$ cat src/rtl/pgx_pkg.sv
package pgx_pkg;

  typedef enum logic [1:0] {
    CAUSE_NONE    = 2'b00,
    CAUSE_BOUNDS  = 2'b01,
    CAUSE_ABSENT  = 2'b10,
    CAUSE_PROTECT = 2'b11
  } pgx_cause_e;

  // Priority: bounds over absent over protection.
  function automatic pgx_cause_e pick_cause(input logic oob, input logic absent,
                                            input logic prot);
    if (oob)         return CAUSE_BOUNDS;
    else if (absent) return CAUSE_ABSENT;
    else if (prot)   return CAUSE_PROTECT;
    else             return CAUSE_NONE;
  endfunction

endpackage

$ cat src/rtl/pgx_table.sv
module pgx_table #(
  parameter int PAGE_W  = 3,
  parameter int FRAME_W = 3
) (
  input  logic               clk,
  input  logic               rst_n,
  input  logic               priv,
  input  logic               entry_we,
  input  logic [PAGE_W-1:0]  entry_idx,
  input  logic [FRAME_W-1:0] entry_frame,
  input  logic               entry_present,
  input  logic               entry_writable,
  input  logic               len_we,
  input  logic [PAGE_W:0]    len_in,
  input  logic [PAGE_W-1:0]  rd_page,
  output logic [FRAME_W-1:0] rd_frame,
  output logic               rd_present,
  output logic               rd_writable,
  output logic [PAGE_W:0]    len_q
);
  localparam int ENTRIES = 1 << PAGE_W;

  logic [FRAME_W-1:0] frame_q    [ENTRIES];
  logic               present_q  [ENTRIES];
  logic               writable_q [ENTRIES];

  logic entry_wr_ok;
  logic len_wr_ok;
  assign entry_wr_ok = priv && entry_we;
  assign len_wr_ok   = priv && len_we;

  for (genvar e = 0; e < ENTRIES; e++) begin : g_entry
    always_ff @(posedge clk or negedge rst_n) begin
      if (!rst_n) begin
        frame_q[e]    <= '0;
        present_q[e]  <= 1'b0;
        writable_q[e] <= 1'b0;
      end else if (entry_wr_ok && (entry_idx == PAGE_W'(e))) begin
        frame_q[e]    <= entry_frame;
        present_q[e]  <= entry_present;
        writable_q[e] <= entry_writable;
      end
    end
  end

  always_ff @(posedge clk or negedge rst_n) begin
    if (!rst_n)         len_q <= '0;
    else if (len_wr_ok) len_q <= len_in;
  end

  assign rd_frame    = frame_q[rd_page];
  assign rd_present  = present_q[rd_page];
  assign rd_writable = writable_q[rd_page];
endmodule

$ cat src/rtl/pgx_check.sv
module pgx_check
  import pgx_pkg::*;
#(
  parameter int PAGE_W = 3
) (
  input  logic [PAGE_W-1:0] page,
  input  logic [PAGE_W:0]   len,
  input  logic              present,
  input  logic              writable,
  input  logic              is_write,
  output logic              oob,
  output logic              absent,
  output logic              prot,
  output pgx_cause_e        cause
);
  function automatic logic beyond_len(input logic [PAGE_W-1:0] p,
                                      input logic [PAGE_W:0] l);
    return ({1'b0, p} >= l);
  endfunction

  assign oob    = beyond_len(page, len);
  assign absent = !present;
  assign prot   = is_write && !writable;
  assign cause  = pick_cause(oob, absent, prot);
endmodule

$ cat src/rtl/pgx_resp.sv
module pgx_resp
  import pgx_pkg::*;
#(
  parameter int PA_W = 5
) (
  input  logic            clk,
  input  logic            rst_n,
  input  logic            fire,
  input  pgx_cause_e      cause,
  input  logic [PA_W-1:0] paddr,
  output logic            rsp_valid,
  output logic            rsp_fault,
  output logic [1:0]      rsp_cause,
  output logic [PA_W-1:0] rsp_paddr
);
  always_ff @(posedge clk or negedge rst_n) begin
    if (!rst_n) begin
      rsp_valid <= 1'b0;
      rsp_fault <= 1'b0;
      rsp_cause <= 2'b00;
      rsp_paddr <= '0;
    end else begin
      rsp_valid <= fire;
      if (fire) begin
        rsp_fault <= (cause != CAUSE_NONE);
        rsp_cause <= cause;
        rsp_paddr <= (cause == CAUSE_NONE) ? paddr : '0;
      end
    end
  end
endmodule

$ cat src/rtl/page_xlate_unit.sv
module page_xlate_unit
  import pgx_pkg::*;
#(
  parameter int OFFSET_W = 2,
  parameter int PAGE_W   = 3,
  parameter int FRAME_W  = 3
) (
  input  logic                        clk,
  input  logic                        rst_n,
  input  logic                        req_valid,
  input  logic                        req_write,
  input  logic [PAGE_W+OFFSET_W-1:0]  req_laddr,
  output logic                        rsp_valid,
  output logic [FRAME_W+OFFSET_W-1:0] rsp_paddr,
  output logic                        rsp_fault,
  output logic [1:0]                  rsp_cause,
  input  logic                        cfg_priv,
  input  logic                        cfg_entry_we,
  input  logic [PAGE_W-1:0]           cfg_entry_idx,
  input  logic [FRAME_W-1:0]          cfg_frame,
  input  logic                        cfg_present,
  input  logic                        cfg_writable,
  input  logic                        cfg_len_we,
  input  logic [PAGE_W:0]             cfg_len
);
  localparam int LA_W = PAGE_W + OFFSET_W;
  localparam int PA_W = FRAME_W + OFFSET_W;

  function automatic logic [PA_W-1:0] join_addr(input logic [FRAME_W-1:0] f,
                                                input logic [OFFSET_W-1:0] o);
    return {f, o};
  endfunction

  logic [PAGE_W-1:0]   page_w;
  logic [OFFSET_W-1:0] offset_w;
  logic [FRAME_W-1:0]  frame_w;
  logic                present_w;
  logic                writable_w;
  logic [PAGE_W:0]     len_q;
  logic                oob_w;
  logic                absent_w;
  logic                prot_w;
  pgx_cause_e          cause_w;
  logic [PA_W-1:0]     paddr_w;

  assign page_w   = req_laddr[LA_W-1:OFFSET_W];
  assign offset_w = req_laddr[OFFSET_W-1:0];

  pgx_table #(.PAGE_W(PAGE_W), .FRAME_W(FRAME_W)) u_table (
    .clk            (clk),
    .rst_n          (rst_n),
    .priv           (cfg_priv),
    .entry_we       (cfg_entry_we),
    .entry_idx      (cfg_entry_idx),
    .entry_frame    (cfg_frame),
    .entry_present  (cfg_present),
    .entry_writable (cfg_writable),
    .len_we         (cfg_len_we),
    .len_in         (cfg_len),
    .rd_page        (page_w),
    .rd_frame       (frame_w),
    .rd_present     (present_w),
    .rd_writable    (writable_w),
    .len_q          (len_q)
  );

  pgx_check #(.PAGE_W(PAGE_W)) u_check (
    .page     (page_w),
    .len      (len_q),
    .present  (present_w),
    .writable (writable_w),
    .is_write (req_write),
    .oob      (oob_w),
    .absent   (absent_w),
    .prot     (prot_w),
    .cause    (cause_w)
  );

  assign paddr_w = join_addr(frame_w, offset_w);

  pgx_resp #(.PA_W(PA_W)) u_resp (
    .clk       (clk),
    .rst_n     (rst_n),
    .fire      (req_valid),
    .cause     (cause_w),
    .paddr     (paddr_w),
    .rsp_valid (rsp_valid),
    .rsp_fault (rsp_fault),
    .rsp_cause (rsp_cause),
    .rsp_paddr (rsp_paddr)
  );
endmodule

$ cat config.mk
export PLATFORM = sky130hd
export DESIGN_NAME = page_xlate_unit
export DESIGN_NICKNAME = d
export VERILOG_FILES = /design/src/rtl/pgx_pkg.sv /design/src/rtl/pgx_table.sv /design/src/rtl/pgx_check.sv /design/src/rtl/pgx_resp.sv /design/src/rtl/page_xlate_unit.sv
export SDC_FILE = /design/constraint.sdc
export NUM_CORES = 1
export LEC_CHECK = 0
export BUFFER_PORTS_ARGS = -buffer_cell sky130_fd_sc_hd__buf_2
export CAP_MARGIN = 5
export CORE_AREA = 2 2 71 73
export DETAILED_ROUTE_END_ITERATION = 12
export DIE_AREA = 0 0 73 75
export GPL_TIMING_DRIVEN = 0
export HOLD_SLACK_MARGIN = 0.05
export PLACE_DENSITY_LB_ADDON = 0.15
export SLEW_MARGIN = 40
export SYNTH_ARGS = -nofsm -noshare
export SYNTH_HDL_FRONTEND = slang
export SYNTH_SLANG_ARGS = --single-unit
export TNS_END_PERCENT = 1
$ cat constraint.sdc
create_clock -name clk -period 3.6 [get_ports clk]
set_input_delay 0.72 -clock clk [delete_from_list [all_inputs] [get_ports clk]]
set_output_delay 0.72 -clock clk [all_outputs]
set_load 0.02 [all_outputs]
==> out/metrics.csv <==
stage,metric,value,unit
outcome,outcome,"complete, no violations",
sta,setup_slack,1492,ps
synth,netlist_instances,192,
sta,max_slew_margin,0.5574,
detailed_routing,ant_nets,0,
power_and_ir_drop,pwr-share-clk,0.226,
sta,hold_violations,0,
place,dpl_worst_slack,1165,ps
die,start_util,0.5460,
detailed_routing,viasPerCell,5.616,
power_and_ir_drop,combinationalPowerShare,0.238,
run,timing.max_cap.violations,0,
synth,ys_warn_count,0,
clock_network,cts_root_buf,clkbuf_8,
synth,synthFlopType,dfrtp_1,
sta,setup_tns,0,ps
detailed_routing,finalWirelength,4932,um
power_and_ir_drop,leakagePower,1.320,nW
clock_network,cts.repair.resized,0,
detailed_routing,dr_total_vias,1595,
synth,ys_types,32,
cells_and_area,final_cells,284,
die,chipHeight,75,um
critical_path,reg2reg_depth,6,
cells_and_area,utilization,0.6129,
die,die_area,5475,sq um
detailed_routing,first_pass_iters,4,
critical_path,r2r_end,u_resp.rsp_paddr[0],
grt,antenna_found_initial,0,
sta,fin_skew,6.530,ps
sta,whs,430.1,ps
critical_path,cp.arrival,2310,ps
critical_path,cp-start-kind,primary input,
grt,globalRouteOverflowTotal,0,
clock_network,htree_levels,2,
place,port_buffers,31,
critical_path,required,3810,ps
power_and_ir_drop,switchingPower,0.4064,mW
power_and_ir_drop,sequentialPowerShare,0.536,
power_and_ir_drop,switching_share,0.2777,
critical_path,critical_path_class,primary input to flip-flop,
synth,synth_edf_count,0,
sta,setup_violations,0,
sta,max_freq,0.4745,GHz
power_and_ir_drop,max-vdd-ir-drop,0.2572,mV
worst_hold_path,hold_class,primary input to asynchronous set/reset pin,
clock_network,clockBufferDepth,2,
cells_and_area,layout-drive-gt1-share,0.4217,
synth,syn_area,2545,sq um
grt,track_usage,0.2049,
critical_path,path_max_fanout,8,
clock_network,cts_setup_buffers,0,
detailed_routing,initialDrtViolationCount,87,
die,io_pins,33,
synth,ys_seq_area_frac,0.5211,
power_and_ir_drop,p_int,1.057,mW
synth,ys_ff_latch,53,
clock_network,postCtsHoldBufs,0,
sta,tightest_slew,663.8,ps
detailed_routing,drc,0,
clock_network,clock_latency,300,ps
die,rows,25,
cells_and_area,diodes,0,
grt,grt_pass1_vias,1713,
critical_path,r2r_start,u_table.len_q[0],
sta,period_minus_slack,2108,ps
place,dp_cells,277,
clock_network,cts_made_buffers,5,
grt,grt_first_pass_wirelength,8321,um
die,core_area,4661,sq um
critical_path,cp-end-kind,flip-flop,
grt,grt_max_degree,54,
clock_network,cts.clk_slew.worst_paths,90,ps
cells_and_area,syn_to_final_growth,12.24,%
synth,async_flop_share,1.000,
sta,slew_viol_final,0,
die,fp.dieW,73,um
critical_path,r2r_setup_slack,1670,ps
detailed_routing,route.detailed.wl_per_inst,17.37,um
synth,avgSynthCellArea,13.25,sq um
sta,rsz0062_at_grt,false,
place,place_congestion,0.7526,
power_and_ir_drop,power_density,512.3,nW/um^2
clock_network,cts_tree,built,
place,post-dp-hpwl,3763,um
cells_and_area,final_nets,257,
sta,finalCritPeriodShare,0.5855,
clock_network,cts_sinks,53,
synth,syn-num-nets,219,
-- sequential cells by signal, summed over array words and instances (netlist names) --
signal              cells
u_table.writable_q      8
u_table.len_q           4
u_resp.rsp_cause        2
u_resp.rsp_paddr        5
u_resp.rsp_valid        1
u_table.frame_q        24
u_resp.rsp_fault        1
u_table.present_q       8
-- metal layers --
layer	global-route usage	routed length (um)	vias up	part of all wire
met2	0.3634	2466	34	0.50
li1	-	-	762	-
met5	0	0	-	0
met1	0.2549	2251	793	0.46
met4	0.07407	63	0	0.013
met3	0.03213	151	6	0.031
-- worst max-delay path, stage by stage --
cell and delay (ps):
buf_6 110, inv_1 50, ha_1 280, nand2b_1 150
a2111o_1 430, and2_1 150, buf_2 170, o32ai_2 260
-- placed cells by master (no fill, tap or decap), drive strengths merged, types with 3 or more instances in the layout --
cell,instances
dfrtp,53
mux2,44
buf,37
mux2i,18
inv,13
nor2,12
clkbuf,9
o22ai,7
nand2b,6
o32ai,5
nand2,4
ha,3
-- worst max path at each step --
stage                          endpoint  slack (ps)  cells after the start          from
floorplan           u_resp.rsp_paddr[2]        1300                      8  req_laddr[2]
global placement    u_resp.rsp_paddr[2]        1220                      8  req_laddr[2]
detailed placement  u_resp.rsp_paddr[0]        1170                      8  req_laddr[2]
CTS                 u_resp.rsp_paddr[0]        1480                      8  req_laddr[2]
global route        u_resp.rsp_paddr[2]        1410                      8  req_laddr[2]
finish              u_resp.rsp_paddr[0]        1490                      8  req_laddr[2]
-- metrics by stage --
step / area (sq um) / power, mW
floorplan: 2545 / 1.034
global placement: 2768 / 1.118
detailed placement: 2770 / 1.148
CTS: 2856 / 1.476
global route: 2856 / 1.540
finish: 2856 / 1.463
-- logic make-up after synthesis --
kind of cell	synth area share
buffers and inverters	0.04228
adder cells (fa/ha/maj)	0.01475
multiplexers	0.2743
AND/OR/NAND/NOR	0.05654
flip-flops	0.5211
AO/OA/AOI/OAI	0.09096
-- power by group through the flow --
stage / registers [mW] / clock network (mW) / logic [mW]
after global placement: 0.785 / 0 / 0.333
after global routing: 0.799 / 0.358 / 0.383
after floorplan: 0.796 / 0 / 0.238
after CTS: 0.785 / 0.339 / 0.352
final: 0.785 / 0.330 / 0.348
after detailed placement: 0.797 / 0 / 0.351
-- area by class of cell --
class,instances,area [sq um]
fill,365,1804
sequential,53,1326
multi-input combinational,118,1111
timing repair buffer,31,157.7
clock buffer,7,86.33
tap,54,67.56
buffer,8,58.81
inverter,13,48.80
-- cell usage after synthesis, types with 3 or more instances --
master,n,share of area
o22ai_1,6,0.015
nand2_1,4,0.0059
mux2i_1,18,0.071
ha_1,3,0.015
inv_1,13,0.019
dfrtp_1,53,0.52
nand2b_1,6,0.015
buf_6,3,0.013
mux2_2,44,0.19
o32ai_2,5,0.032
nor2_1,11,0.016
Note: power is estimated with default switching activity, not from simulation.
